===== src/rtl/cru_bit_pkg.sv =====
`timescale 1ns/1ps
// Shared opcode constants and enumerations for the CRU single-bit executor.
// Assumes the opcode sits in the high byte of a 16-bit instruction word.
package cru_bit_pkg;
    localparam logic [7:0] OPC_SET = 8'h1D;
    localparam logic [7:0] OPC_CLR = 8'h1E;
    localparam logic [7:0] OPC_TST = 8'h1F;

    typedef enum logic [1:0] {
        OP_SET  = 2'd0,
        OP_CLR  = 2'd1,
        OP_TST  = 2'd2,
        OP_NONE = 2'd3
    } cru_op_e;

    typedef enum logic [1:0] {
        ST_IDLE = 2'd0,
        ST_ADDR = 2'd1,
        ST_XFER = 2'd2,
        ST_FIN  = 2'd3
    } seq_st_e;
endpackage


===== src/rtl/cru_op_decode.sv =====
`timescale 1ns/1ps
// Splits an instruction word into an operation class and a displacement.
// Assumes the opcode is in the upper byte and the displacement in the lower
// DISP_W bits; any unknown opcode maps to OP_NONE.
module cru_op_decode
    import cru_bit_pkg::*;
#(
    parameter int WORD_W = 16,
    parameter int DISP_W = 8
) (
    input  logic [WORD_W-1:0] instr_word,
    output cru_op_e           op,
    output logic [DISP_W-1:0] disp
);
    localparam int OPC_LSB = WORD_W - 8;

    logic [7:0] opc;
    assign opc  = instr_word[WORD_W-1:OPC_LSB];
    assign disp = instr_word[DISP_W-1:0];

    // Map the opcode byte onto an operation class.
    always_comb begin
        unique case (opc)
            OPC_SET: op = OP_SET;
            OPC_CLR: op = OP_CLR;
            OPC_TST: op = OP_TST;
            default: op = OP_NONE;
        endcase
    end
endmodule


===== src/rtl/cru_addr_gen.sv =====
`timescale 1ns/1ps
// Forms the CRU bit index: base + 2*signed displacement, wrapped to ADDR_W
// bits, then bits IDX_W..1 taken. Assumes ADDR_W > DISP_W + 1 or equal.
module cru_addr_gen #(
    parameter int ADDR_W = 16,
    parameter int DISP_W = 8,
    parameter int IDX_W  = 12
) (
    input  logic [ADDR_W-1:0] base,
    input  logic [DISP_W-1:0] disp,
    output logic [IDX_W-1:0]  idx
);
    localparam int EXT_W = ADDR_W - DISP_W - 1;

    logic [ADDR_W-1:0] offs;
    logic [ADDR_W-1:0] sum;

    // Sign-extend and double the displacement to full bus width.
    generate
        if (EXT_W > 0) begin : g_ext
            assign offs = {{EXT_W{disp[DISP_W-1]}}, disp, 1'b0};
        end else begin : g_trunc
            assign offs = {disp[ADDR_W-2:0], 1'b0};
        end
    endgenerate

    // Modular add; the line below bit 1 and lines above IDX_W are dropped.
    always_comb begin
        sum = base + offs;
        idx = sum[IDX_W:1];
    end
endmodule


===== src/rtl/cru_bus_seq.sv =====
`timescale 1ns/1ps
// Sequences one CRU bus transaction: address setup, strobe or sample, finish.
// Assumes the index and operation are valid while start_req is high; a
// request is taken only from ST_IDLE.
module cru_bus_seq
    import cru_bit_pkg::*;
#(
    parameter int IDX_W = 12
) (
    input  logic             clk,
    input  logic             rst_n,
    input  logic             start_req,
    input  cru_op_e          op,
    input  logic [IDX_W-1:0] idx,
    input  logic             din,
    output logic             idle,
    output logic             done,
    output logic             eq,
    output logic [IDX_W-1:0] addr,
    output logic             dout,
    output logic             wstb
);
    seq_st_e          st;
    cru_op_e          op_q;
    logic [IDX_W-1:0] addr_q;
    logic             dout_q, wstb_q, done_q, eq_q;

    // Advance the transaction and register every bus output.
    always_ff @(posedge clk) begin
        if (!rst_n) begin
            st     <= ST_IDLE;
            op_q   <= OP_NONE;
            addr_q <= '0;
            dout_q <= 1'b0;
            wstb_q <= 1'b0;
            done_q <= 1'b0;
            eq_q   <= 1'b0;
        end else begin
            wstb_q <= 1'b0;
            done_q <= 1'b0;
            unique case (st)
                ST_IDLE: begin
                    if (start_req && op != OP_NONE) begin
                        addr_q <= idx;
                        op_q   <= op;
                        if (op == OP_SET) dout_q <= 1'b1;
                        else if (op == OP_CLR) dout_q <= 1'b0;
                        st <= ST_ADDR;
                    end
                end
                ST_ADDR: begin
                    if (op_q != OP_TST) wstb_q <= 1'b1;
                    st <= ST_XFER;
                end
                ST_XFER: begin
                    if (op_q == OP_TST) eq_q <= din;
                    done_q <= 1'b1;
                    st     <= ST_FIN;
                end
                ST_FIN: st <= ST_IDLE;
                default: st <= ST_IDLE;
            endcase
        end
    end

    assign idle = (st == ST_IDLE);
    assign done = done_q;
    assign eq   = eq_q;
    assign addr = addr_q;
    assign dout = dout_q;
    assign wstb = wstb_q;


    wstb_one_clk_chk: assert property (@(posedge clk) disable iff (!rst_n)
        wstb |=> !wstb);

    wstb_hold_chk: assert property (@(posedge clk) disable iff (!rst_n)
        wstb |-> ($stable(addr) && $stable(dout)));

    tst_no_wstb_chk: assert property (@(posedge clk) disable iff (!rst_n)
        (op_q == OP_TST && st != ST_IDLE) |-> !wstb);

    eq_sample_chk: assert property (@(posedge clk) disable iff (!rst_n)
        (done && op_q == OP_TST) |-> (eq == $past(din)));

    done_pulse_chk: assert property (@(posedge clk) disable iff (!rst_n)
        done |=> (!done && idle));

    busy_hold_chk: assert property (@(posedge clk) disable iff (!rst_n)
        (st == ST_XFER || st == ST_FIN) |-> ($stable(addr) && $stable(dout)));

    illegal_ignore_chk: assert property (@(posedge clk) disable iff (!rst_n)
        (idle && start_req && op == OP_NONE) |=> (idle && $stable(addr) && $stable(eq)));
endmodule


===== src/rtl/cru_bit_exec.sv =====
`timescale 1ns/1ps
// Top of the CRU single-bit executor: decodes set/clear/test, forms the bit
// index from the base register and runs one bus transaction per instruction.
// Assumes instr_word is held while instr_valid is high and idle is high.
module cru_bit_exec
    import cru_bit_pkg::*;
#(
    parameter int ADDR_W = 16,
    parameter int DISP_W = 8,
    parameter int IDX_W  = 12
) (
    input  logic              clk,
    input  logic              rst_n,
    input  logic              instr_valid,
    input  logic [ADDR_W-1:0] instr_word,
    input  logic [ADDR_W-1:0] base_reg,
    input  logic              cru_din,
    output logic              idle,
    output logic              done,
    output logic              eq_flag,
    output logic [IDX_W-1:0]  cru_idx,
    output logic              cru_dout,
    output logic              cru_wstb
);
    cru_op_e           dec_op;
    logic [DISP_W-1:0] dec_disp;
    logic [IDX_W-1:0]  gen_idx;
    logic              start_req;

    cru_op_decode #(.WORD_W(ADDR_W), .DISP_W(DISP_W)) u_dec (
        .instr_word (instr_word),
        .op         (dec_op),
        .disp       (dec_disp)
    );

    cru_addr_gen #(.ADDR_W(ADDR_W), .DISP_W(DISP_W), .IDX_W(IDX_W)) u_agen (
        .base (base_reg),
        .disp (dec_disp),
        .idx  (gen_idx)
    );

    // Requests are only offered to the sequencer while it is idle.
    assign start_req = instr_valid && idle;

    cru_bus_seq #(.IDX_W(IDX_W)) u_seq (
        .clk       (clk),
        .rst_n     (rst_n),
        .start_req (start_req),
        .op        (dec_op),
        .idx       (gen_idx),
        .din       (cru_din),
        .idle      (idle),
        .done      (done),
        .eq        (eq_flag),
        .addr      (cru_idx),
        .dout      (cru_dout),
        .wstb      (cru_wstb)
    );


    reset_state_chk: assert property (@(posedge clk)
        !rst_n |=> (idle && !done && !cru_wstb && !cru_dout && !eq_flag && cru_idx == '0));

    busy_len_chk: assert property (@(posedge clk) disable iff (!rst_n)
        (idle && instr_valid && dec_op != OP_NONE) |=> (!idle && !done));
endmodule


===== config.mk =====
export PLATFORM = sky130hd
export DESIGN_NAME = cru_bit_exec
export DESIGN_NICKNAME = d
export VERILOG_FILES = /design/src/rtl/cru_bit_pkg.sv /design/src/rtl/cru_op_decode.sv /design/src/rtl/cru_addr_gen.sv /design/src/rtl/cru_bus_seq.sv /design/src/rtl/cru_bit_exec.sv
export SDC_FILE = /design/constraint.sdc
export NUM_CORES = 1
export LEC_CHECK = 0
export ABC_AREA = 1
export BUFFER_PORTS_ARGS = -buffer_cell sky130_fd_sc_hd__buf_2
export CORE_ASPECT_RATIO = 1.25
export CORE_MARGIN = 2
export CORE_UTILIZATION = 30
export DETAILED_ROUTE_END_ITERATION = 10
export SLEW_MARGIN = 5
export SYNTH_ARGS = -nofsm -noshare
export SYNTH_HDL_FRONTEND = slang
export SYNTH_SLANG_ARGS = --single-unit

===== constraint.sdc =====
create_clock -name clk -period 4.1 [get_ports clk]
set_clock_uncertainty 0.1 [all_clocks]
set_input_delay 0.82 -clock clk [delete_from_list [all_inputs] [get_ports clk]]
set_output_delay 0.82 -clock clk [all_outputs]
set_load 0.01 [all_outputs]

==> results of run 1 <==
-- path summary, 6_finish.rpt --
path	start	endpoint	depth (start not counted)
worst min-delay path	u_seq.dout	u_seq.dout	2
worst max register to register	u_seq.st[0]	u_seq.addr[10]	9
worst max-delay path	instr_word[0]	u_seq.addr[6]	10
worst min register to register	u_seq.dout	u_seq.dout	2
-- cells by family (layout without fill, tap and decap cells) --
kind of cell    Yosys count  in the layout  share of synthesized area (%)
simple gates            125            125                           35.9
xor+xnor                  5              5                           3.05
flops                    20             20                           27.9
compound gates           22             22                           7.83
buf+inv                  42             90                           11.8
fa+ha+maj                15             15                           13.6
-- per-stage QoR --
step | total power, mW | setup slack (ns) | utilization [%] | hold slack [ns] | area [um^2]
4_1_cts | 0.478 | 1.90 | 38.0 | 0.349 | 1770
2_1_floorplan | 0.312 | 1.91 | - | 0.327 | 1440
3_3_place_gp | 0.354 | 1.65 | 37.1 | 0.334 | 1730
3_5_place_dp | 0.354 | 1.64 | 37.1 | 0.338 | 1730
5_1_grt | 0.510 | 1.76 | 38.0 | 0.370 | 1770
6_report | 0.471 | 1.90 | 38.0 | 0.342 | 1770
-- area by class of cell --
type / count / area [um^2]
clock buffer: 3 / 41.3
fill: 516 / 2890
inverter: 39 / 146
multi-input combinational: 167 / 867
sequential: 20 / 400
tap: 60 / 75.1
timing repair buffer: 48 / 240
-- metal layers --
| layer | share of wire [%] | vias up |
|---|---|---|
| met5 | 0 | - |
| met4 | 1.9 | 0 |
| met3 | 6.0 | 7 |
| met2 | 47 | 42 |
| met1 | 45 | 621 |
| li1 | - | 807 |
-- power by group through the flow --
stage	sequential [mW]	clock (mW)	combinational, mW
after floorplan	0.211	0	0.101
after global routing	0.206	0.136	0.169
after CTS	0.205	0.127	0.146
after global placement	0.209	0	0.144
final	0.205	0.123	0.143
after detailed placement	0.210	0	0.145
-- worst max-delay path, stage by stage --
cell and delay (ns):
sky130_fd_sc_hd__buf_2 0.10, sky130_fd_sc_hd__ha_1 0.23, sky130_fd_sc_hd__fa_1 0.42, sky130_fd_sc_hd__nand2_1 0.11
sky130_fd_sc_hd__nand3_1 0.11, sky130_fd_sc_hd__nand3_1 0.11, sky130_fd_sc_hd__a21oi_1 0.07, sky130_fd_sc_hd__nand3b_1 0.17
sky130_fd_sc_hd__nand2_1 0.08, sky130_fd_sc_hd__inv_1 0.03
-- sequential cells by signal, summed over array words and instances, names as in the netlist --
register    cells
u_seq.st        2
u_seq.addr     12
u_seq.wstb      1
u_seq.done      1
u_seq.op_q      2
u_seq.dout      1
u_seq.eq        1
-- placed cells by master, fill, tap and decap left out, types with 2 or more instances in the layout --
| cell | instances |
|---|---|
| sky130_fd_sc_hd__o21ai_0 | 8 |
| sky130_fd_sc_hd__xor2_1 | 2 |
| sky130_fd_sc_hd__nand4_1 | 3 |
| sky130_fd_sc_hd__dfxtp_1 | 20 |
| sky130_fd_sc_hd__ha_1 | 14 |
| sky130_fd_sc_hd__clkbuf_8 | 3 |
| sky130_fd_sc_hd__nor2_1 | 34 |
| sky130_fd_sc_hd__inv_1 | 37 |
| sky130_fd_sc_hd__a21oi_1 | 12 |
| sky130_fd_sc_hd__or2_2 | 2 |
| sky130_fd_sc_hd__nand3_1 | 17 |
| sky130_fd_sc_hd__xnor2_1 | 3 |
| sky130_fd_sc_hd__buf_2 | 48 |
| sky130_fd_sc_hd__nand2_1 | 66 |
==> summary.txt, run 1 <==
RUN STATUS
----------------------------------------------------------------------------------------------------
Outcome ............................................................................... complete, no violations

SYNTH
----------------------------------------------------------------------------------------------------
Post-synthesis net count ..............................................................          280
Largest area contributor in the synthesized netlist ................................... sky130_fd_sc_hd__dfxtp_1
Syn Inst Count ........................................................................          229
Post-Synthesis Mean Instance Area .....................................................    6.28 um^2
Post-synth cell types .................................................................           23
Warning count from the yosys run ......................................................            0
Primary FF master, synth .............................................................. sky130_fd_sc_hd__dfxtp_1
Sequential-to-total area share from yosys stat ........................................        27.9%
Largest cells by area after synthesis ................................................. sky130_fd_sc_hd__dfxtp_1, sky130_fd_sc_hd__nand2_1, sky130_fd_sc_hd__ha_1
Commonest cells in the synthesized netlist ............................................ sky130_fd_sc_hd__nand2_1, sky130_fd_sc_hd__inv_1, sky130_fd_sc_hd__nor2_1
Number of enable flip-flop cells after synthesis ......................................            0
Most common cell in the netlist ....................................................... sky130_fd_sc_hd__nand2_1
Share of async-settable or async-resettable flops after synthesis .....................           0%
Area share of the largest cell type after synthesis ...................................        27.9%
Synthesis-stage register bit count ....................................................           20
Netlist area before placement .........................................................    1440 um^2

TIMING
----------------------------------------------------------------------------------------------------
Unrepaired setup endpoints after global routing .......................................           no
Ratio of final minimum period to clock period .........................................        53.7%
Slew Limit Fails ......................................................................            0
Normalized max-slew margin ............................................................        76.2%
Number of failing hold endpoints at the final stage ...................................            0
Accumulated negative setup slack ......................................................         0 ns
Slew of the pin with the lowest slew margin ...........................................     0.356 ns
Achievable frequency ..................................................................      454 MHz
Endpoints failing setup ...............................................................            0
Final Critical Period .................................................................      2.20 ns

CLOCK NETWORK
----------------------------------------------------------------------------------------------------
# resized after CTS ...................................................................            0
Number of CTS-inserted buffers ........................................................            3
TritonCTS clock tree ..................................................................         done
Number of buffers on the longest clock path ...........................................            2
Worst-Skew Late Latency ...............................................................      0.25 ns
CTS sink cnt ..........................................................................           20
Clock-pin slew reported for the worst setup and hold paths after clock tree synthesis .      0.07 ns
# Post-CTS Setup Buffers ..............................................................            0
CTS Root Buffer Type .................................................................. sky130_fd_sc_hd__clkbuf_8
H-tree lvl count ......................................................................            1
# hold bufs at CTS ....................................................................            0

FLOORPLAN
----------------------------------------------------------------------------------------------------
Die Outline Area ......................................................................    5370 um^2
Die Height ............................................................................      81.4 um
Width of the die ......................................................................      65.9 um
Effective utilization at floorplan ....................................................        30.9%
Placeable core area ...................................................................    4660 um^2
Row count .............................................................................           28
# IOs .................................................................................           53

PWR
----------------------------------------------------------------------------------------------------
Net switching fraction of the power ...................................................        30.6%
Total power divided by cell area ......................................................  266 nW/um^2
Internal power ........................................................................       327 uW
Combinational power share .............................................................        30.4%
Net switching power figure ............................................................       144 uW
Maximum VDD drop ......................................................................   0.000119 V
Leakage power total ...................................................................      1.02 nW
Proportion of power drawn by the clock network ........................................        26.1%
Sequential Power Share ................................................................        43.5%

PLACED DESIGN
----------------------------------------------------------------------------------------------------
Count of port buffers added during placement ..........................................           48
Cell Count Post-Placement .............................................................          334
GPL Wtd Cong ..........................................................................        0.783
Sum of net half-perimeters after detailed placement ...................................      2570 um

GLOBAL ROUTE
----------------------------------------------------------------------------------------------------
Met2 Use GR ...........................................................................        23.2%
Initial antenna violation count .......................................................            0
Global Route Usage Sum ................................................................        12.4%
Congestion Overflow GR ................................................................            0
Met1 layer usage reported by global route .............................................        13.7%
Global-route wire length before repair ................................................      5260 um
Via count of the first global-routing pass ............................................        1,329
Largest net degree at the start of global routing .....................................           23
Most used routing layer ...............................................................         met2
Met3 track utilization from global routing ............................................        1.94%

DRT
----------------------------------------------------------------------------------------------------
Number of design rule violations left after detail routing ............................            0
Starting DRT DRC Count ................................................................           20
Number of vias after detailed routing .................................................        1,477
Final WL ..............................................................................      3070 um
Routed length per placed instance .....................................................      9.10 um
Via density per instance ..............................................................         4.38
Detail Route Antenna Nets .............................................................            0
Drt first pass iters ..................................................................            4

WORST SETUP PATH
----------------------------------------------------------------------------------------------------
Required time reported for the critical path endpoint .................................      4.15 ns
Worst Setup Path Type ................................................................. input pin to flip-flop
Worst setup EP type ...................................................................    flip-flop
Reg2Reg Setup Slack ...................................................................      2.40 ns
Crit path arrival time ................................................................      2.26 ns
Largest fanout on the critical path ...................................................            3
Nature of the critical path startpoint ................................................    input pin

FINAL LAYOUT
----------------------------------------------------------------------------------------------------
Count of nets after finishing .........................................................          330
Number of diodes added for antenna fixing .............................................            0
Share of final-layout standard cells stronger than drive strength 1 ...................        20.2%
Finished Layout Cells .................................................................          337
Syn-to-layout area delta ..............................................................        23.2%

RUN
----------------------------------------------------------------------------------------------------
Max-cap viol count ....................................................................            0

WORST HOLD PATH
----------------------------------------------------------------------------------------------------
Kind of path behind the tightest hold check ........................................... flip-flop to flip-flop

Power figures use the tool's default switching activity.
==> run 2, diff against run 1 <==
Clock period 4.1 ns to 2.3 ns, I/O delays scaled along.
==> run 2 against run 1 <==
Power grew 91%. Final cell count grew 0.30%. Die area is the same. Critical path type unchanged. Largest power group unchanged.
==> summary.txt, run 2 (synthesis results as in run 1) <==
RUN STATUS
----------------------------------------------------------------------------------------------------
Outcome ............................................................................... complete, no violations

WORST SETUP PATH
----------------------------------------------------------------------------------------------------
Combined buffer and inverter count along the critical path ............................            2
Nature of the critical path startpoint ................................................    input pin
Required time reported for the critical path endpoint .................................      2.38 ns
Crit path arrival time ................................................................      1.87 ns
Worst Setup Path Type ................................................................. input pin to flip-flop
Ordered list of cells on the worst path ............................................... buf_2, ha_1, fa_1, nand2_1, nand3_1, nand3_1, a21oi_1, nand3b_1, nand2_1, inv_1
Slowest cell on the critical path ..................................................... sky130_fd_sc_hd__fa_1
Origin of the critical flop-to-flop path ..............................................  u_seq.st[1]
Largest stage delay on the critical path ..............................................      0.41 ns
Worst setup EP type ...................................................................    flip-flop
R2R Path End .......................................................................... u_seq.op_q[1]
Family with the most delay on the worst path ..........................................  adder cells
Worst reg-to-reg path cell count ......................................................            9
Largest fanout on the critical path ...................................................            3
Reg2Reg Setup Slack ...................................................................      0.61 ns

DRT
----------------------------------------------------------------------------------------------------
Number of vias after detailed routing .................................................        1,493
Final WL ..............................................................................      3230 um
Detail Route Antenna Nets .............................................................            0
Via density per instance ..............................................................         4.42
Routed length per placed instance .....................................................      9.56 um
Starting DRT DRC Count ................................................................           29
Number of design rule violations left after detail routing ............................            0
Drt first pass iters ..................................................................            4

FINAL LAYOUT
----------------------------------------------------------------------------------------------------
Max reg flops .........................................................................           12
Number of fill cells in the layout ....................................................          533
Syn-to-layout area delta ..............................................................        24.1%
Area of combinational cells with multiple inputs ......................................     867 um^2
Share of final-layout standard cells stronger than drive strength 1 ...................        20.5%
Count of nets after finishing .........................................................          330
Number of diodes added for antenna fixing .............................................            0
Fin util ..............................................................................        38.3%
Most frequent standard cell in the layout excluding fill and tap cells ................ sky130_fd_sc_hd__nand2_1
Combined flip-flop and latch cell area ................................................     400 um^2
Final non-filler cell area ............................................................    1780 um^2
Commonest cells after routing, fill and taps aside .................................... sky130_fd_sc_hd__nand2_1, sky130_fd_sc_hd__buf_2, sky130_fd_sc_hd__inv_1

PWR
----------------------------------------------------------------------------------------------------
Proportion of power drawn by the clock network ........................................        30.7%
Net switching fraction of the power ...................................................        31.1%
Sequential Power Share ................................................................        40.7%
Leakage power total ...................................................................      1.02 nW
Overall power consumption .............................................................       899 uW
Combinational power share .............................................................        28.6%
Internal power ........................................................................       619 uW
Maximum VDD drop ......................................................................   0.000199 V
Net switching power figure ............................................................       280 uW
Total power divided by cell area ......................................................  504 nW/um^2

PLACED DESIGN
----------------------------------------------------------------------------------------------------
Cell area after placement .............................................................    1730 um^2
Count of port buffers added during placement ..........................................           48
GPL Wtd Cong ..........................................................................        0.775
Sum of net half-perimeters after detailed placement ...................................      2630 um

GLOBAL ROUTE
----------------------------------------------------------------------------------------------------
Largest net degree at the start of global routing .....................................           23
Global Route Usage Sum ................................................................        13.2%
Via count of the first global-routing pass ............................................        1,409
Congestion Overflow GR ................................................................            0
Global-route wire length before repair ................................................      5620 um
Initial antenna violation count .......................................................            0

CLOCK NETWORK
----------------------------------------------------------------------------------------------------
# resized after CTS ...................................................................            0
Number of CTS-inserted buffers ........................................................            3
H-tree lvl count ......................................................................            1
# hold bufs at CTS ....................................................................            0
CTS sink cnt ..........................................................................           20
CTS Root Buffer Type .................................................................. sky130_fd_sc_hd__clkbuf_8
Number of buffers on the longest clock path ...........................................            2
TritonCTS clock tree ..................................................................         done
Worst-Skew Late Latency ...............................................................      0.27 ns
# Post-CTS Setup Buffers ..............................................................            0
Clock-pin slew reported for the worst setup and hold paths after clock tree synthesis .      0.07 ns

FLOORPLAN
----------------------------------------------------------------------------------------------------
# IOs .................................................................................           53
Row count .............................................................................           28
Die Outline Area ......................................................................    5370 um^2
Die Height ............................................................................      81.4 um
Effective utilization at floorplan ....................................................        30.9%
Width of the die ......................................................................      65.9 um
Placeable core area ...................................................................    4660 um^2

TIMING
----------------------------------------------------------------------------------------------------
Endpoints failing setup ...............................................................            0
Ratio of final minimum period to clock period .........................................        78.1%
Normalized max-slew margin ............................................................        76.1%
Achievable frequency ..................................................................      557 MHz
Final Critical Period .................................................................      1.80 ns
Minimum hold slack ....................................................................     0.345 ns
Unrepaired setup endpoints after global routing .......................................           no
Number of failing hold endpoints at the final stage ...................................            0
Accumulated negative setup slack ......................................................         0 ns
Slew of the pin with the lowest slew margin ...........................................     0.357 ns
Slew Limit Fails ......................................................................            0

WORST HOLD PATH
----------------------------------------------------------------------------------------------------
Kind of path behind the tightest hold check ........................................... flip-flop to flip-flop
Cell depth of the worst min-delay path ................................................            2
End of the worst hold path ............................................................   u_seq.dout
Hold Path Origin ......................................................................   u_seq.dout

RUN
----------------------------------------------------------------------------------------------------
Max-cap viol count ....................................................................            0

run 2: power by group through the flow:
| stage | registers (mW) | logic (mW) | clock network [mW] |
|---|---|---|---|
| detailed placement | 0.374 | 0.259 | 0 |
| global placement | 0.373 | 0.258 | 0 |
| global route | 0.367 | 0.302 | 0.286 |
| floorplan | 0.376 | 0.181 | 0 |
| finish | 0.365 | 0.257 | 0.276 |
| CTS | 0.365 | 0.261 | 0.281 |
run 2: area by class of cell:
type / count / share of cell area, %
Tap cell: 60 / 4.21
Inverter: 39 / 8.20
Multi-Input combinational cell: 167 / 48.6
Sequential cell: 20 / 22.4
Clock buffer: 4 / 3.09
Timing Repair Buffer: 48 / 13.5
run 2: routing by layer:
layer  global-route usage [%]  routed length [um]
met1                     15.4                1480
met5                        0                   0
met4                     6.67                  65
met2                     23.5                1510
met3                     1.66                 174
run 2: per-stage QoR:
stage,setup slack (ns),std cells
after global placement,0.222,334
after CTS,0.489,338
after detailed placement,0.204,334
final,0.504,338
after global routing,0.299,338
after floorplan,0.472,229
run 2: worst min-delay path, stage by stage, from the launching register on:
cell and delay (ns):
sky130_fd_sc_hd__dfxtp_1 0.31, sky130_fd_sc_hd__inv_1 0.04, sky130_fd_sc_hd__a21oi_1 0.05
run 2: worst max-delay path by stage:
stage | start | to | cells past startpoint
3_3_place_gp | instr_word[0] | u_seq.addr[6] | 10
6_report | instr_word[0] | u_seq.addr[6] | 10
4_1_cts | instr_word[0] | u_seq.addr[8] | 11
5_1_grt | instr_word[0] | u_seq.addr[6] | 10
2_1_floorplan | instr_word[0] | u_seq.addr[6] | 9
3_5_place_dp | instr_word[0] | u_seq.addr[6] | 10
==> run 3, diff against run 2 <==
Clock period 2.3 ns to 1.7 ns, I/O delays scaled along.
==> run 3 against run 2 <==
Register-to-register slack lost 0.36 ns. Critical path type is now flip-flop to output port. Non-clock buffer count is 17 higher. Critical endpoint is now idle. Hold slack worse by 0.11 ns. Largest cell class unchanged.
==> summary.txt, run 3 (synthesis results as in run 1) <==
CLOCK NETWORK
----------------------------------------------------------------------------------------------------
H-tree lvl count ......................................................................            1
TritonCTS clock tree ..................................................................         done
CTS Root Buffer Type .................................................................. sky130_fd_sc_hd__clkbuf_8
CTS sink cnt ..........................................................................           20
# hold bufs at CTS ....................................................................            0
Clock-pin slew reported for the worst setup and hold paths after clock tree synthesis .      0.08 ns
Number of CTS-inserted buffers ........................................................            3
Number of buffers on the longest clock path ...........................................            2
Worst-Skew Late Latency ...............................................................      0.26 ns

FINAL LAYOUT
----------------------------------------------------------------------------------------------------
Finished Layout Cells .................................................................          355
Max reg flops .........................................................................           12
Number of diodes added for antenna fixing .............................................            0
Most frequent standard cell in the layout excluding fill and tap cells ................ sky130_fd_sc_hd__nand2_1
Share of final-layout standard cells stronger than drive strength 1 ...................        26.4%
Commonest cells after routing, fill and taps aside .................................... sky130_fd_sc_hd__nand2_1, sky130_fd_sc_hd__buf_2, sky130_fd_sc_hd__inv_1
Fin util ..............................................................................        41.7%
Final non-filler cell area ............................................................    1940 um^2
Syn-to-layout area delta ..............................................................        35.2%
Count of nets after finishing .........................................................          347

RUN STATUS
----------------------------------------------------------------------------------------------------
Outcome ............................................................................... complete, no violations

PLACED DESIGN
----------------------------------------------------------------------------------------------------
Cell area after placement .............................................................    1850 um^2
Count of port buffers added during placement ..........................................           48
Sum of net half-perimeters after detailed placement ...................................      2650 um
Cell Count Post-Placement .............................................................          350
GPL Wtd Cong ..........................................................................        0.777
Worst slack, placed ...................................................................    -0.160 ns

DRT
----------------------------------------------------------------------------------------------------
Number of design rule violations left after detail routing ............................            0
Starting DRT DRC Count ................................................................           32
Final WL ..............................................................................      3230 um
Via density per instance ..............................................................         4.26
Number of vias after detailed routing .................................................        1,514
Routed length per placed instance .....................................................      9.09 um
Detail Route Antenna Nets .............................................................            0
Drt first pass iters ..................................................................            4

PWR
----------------------------------------------------------------------------------------------------
Total power divided by cell area ......................................................  708 nW/um^2
Maximum VDD drop ......................................................................   0.000390 V
Overall power consumption .............................................................      1.38 mW
Leakage power total ...................................................................      1.11 nW

GLOBAL ROUTE
----------------------------------------------------------------------------------------------------
Global-route wire length before repair ................................................      5450 um
Global Route Usage Sum ................................................................        12.7%
Via count of the first global-routing pass ............................................        1,341
Congestion Overflow GR ................................................................            0
Initial antenna violation count .......................................................            0
Largest net degree at the start of global routing .....................................           23

FLOORPLAN
----------------------------------------------------------------------------------------------------
Width of the die ......................................................................      65.9 um
Effective utilization at floorplan ....................................................        30.9%
Row count .............................................................................           28
# IOs .................................................................................           53
Placeable core area ...................................................................    4660 um^2
Die Outline Area ......................................................................    5370 um^2
Die Height ............................................................................      81.4 um

WORST HOLD PATH
----------------------------------------------------------------------------------------------------
End of the worst hold path ............................................................ u_seq.op_q[1]
Hold Path Origin ......................................................................        rst_n
Kind of path behind the tightest hold check ........................................... input pin to flip-flop
Cell depth of the worst min-delay path ................................................            2

WORST SETUP PATH
----------------------------------------------------------------------------------------------------
Worst reg-to-reg path cell count ......................................................            9
Largest fanout on the critical path ...................................................            4
Slowest cell on the critical path ..................................................... sky130_fd_sc_hd__dfxtp_1
Nature of the critical path startpoint ................................................    flip-flop
R2R Path End ..........................................................................  u_seq.st[0]
Reg2Reg Setup Slack ...................................................................      0.25 ns
Required time reported for the critical path endpoint .................................      1.26 ns
Ordered list of cells on the worst path ............................................... inv_1, ha_1, buf_4, buf_2
Worst setup EP type ...................................................................  output port
Origin of the critical flop-to-flop path ..............................................  u_seq.st[0]
Worst Setup Path Type ................................................................. flip-flop to output port
Crit path arrival time ................................................................      1.16 ns
Largest stage delay on the critical path ..............................................      0.35 ns

TIMING
----------------------------------------------------------------------------------------------------
Number of failing hold endpoints at the final stage ...................................            0
Final setup margin ....................................................................     0.102 ns
Achievable frequency ..................................................................      626 MHz
Slew of the pin with the lowest slew margin ...........................................     0.273 ns
Endpoints failing setup ...............................................................            0
Normalized max-slew margin ............................................................        81.7%
Final Critical Period .................................................................      1.60 ns
Slew Limit Fails ......................................................................            0
Unrepaired setup endpoints after global routing .......................................          yes
Ratio of final minimum period to clock period .........................................        94.0%

RUN
----------------------------------------------------------------------------------------------------
Max-cap viol count ....................................................................            0

## run 3: changes by cell type in the layout (fill, tap and decap cells not counted), sizes merged
cell,delta
buf,+17
bufinv,+1
clkbuf,-1
## run 3: worst max-delay path by stage
| stage | start | to | slack [ns] | cells after the start |
|---|---|---|---|---|
| global route | instr_word[0] | u_seq.addr[8] | -0.006 | 11 |
| CTS | u_seq.st[0] | idle | 0.09 | 4 |
| detailed placement | instr_word[0] | u_seq.addr[6] | -0.16 | 10 |
| global placement | instr_word[0] | u_seq.addr[8] | -0.14 | 11 |
| floorplan | instr_word[0] | u_seq.addr[6] | 0.04 | 9 |
| finish | u_seq.st[0] | idle | 0.10 | 4 |
## run 3: final cells by class
| cell class | count | area (um^2) |
|---|---|---|
| Clock buffer | 3 | 41.3 |
| Clock inverter | 1 | 30.0 |
| Tap cell | 60 | 75.1 |
| Inverter | 39 | 149 |
| Fill cell | 505 | 2720 |
| Timing Repair Buffer | 65 | 368 |
| Sequential cell | 20 | 400 |
| Multi-Input combinational cell | 167 | 880 |
## run 3: critical path: cells and delay by family (launching register included)
kind       cells  cell delay, ns
flops          1            0.35
buf+inv        3            0.35
fa+ha+maj      1            0.21
## run 3: power by group
part	internal, mW	switching, mW	total, mW
clock	0.314	0.159	0.474
sequential	0.486	0.00836	0.494
combinational	0.194	0.214	0.408
total	0.994	0.382	1.38
## run 3: metal layers
| metal | share of wire (%) | vias up | track usage [%] |
|---|---|---|---|
| met3 | 6.1 | 7 | 1.66 |
| met1 | 46 | 626 | 14.4 |
| met4 | 2.1 | 0 | 5.00 |
| met2 | 46 | 39 | 23.7 |
| li1 | - | 842 | - |
| met5 | 0 | - | 0 |
## run 3: repair_timing
item / in CTS / in global routing
buffers inserted: 0 / 1
endpoints found under the setup margin: 0 / 1
resized for setup: 0 / 5
## run 3: metrics by stage
step                      hold WS, ns  setup TNS [ns]
after CTS                       0.237               0
after floorplan                 0.327               0
after detailed placement        0.342          -0.714
final                           0.234               0
after global placement          0.335          -0.610
after global routing            0.248        -0.00607
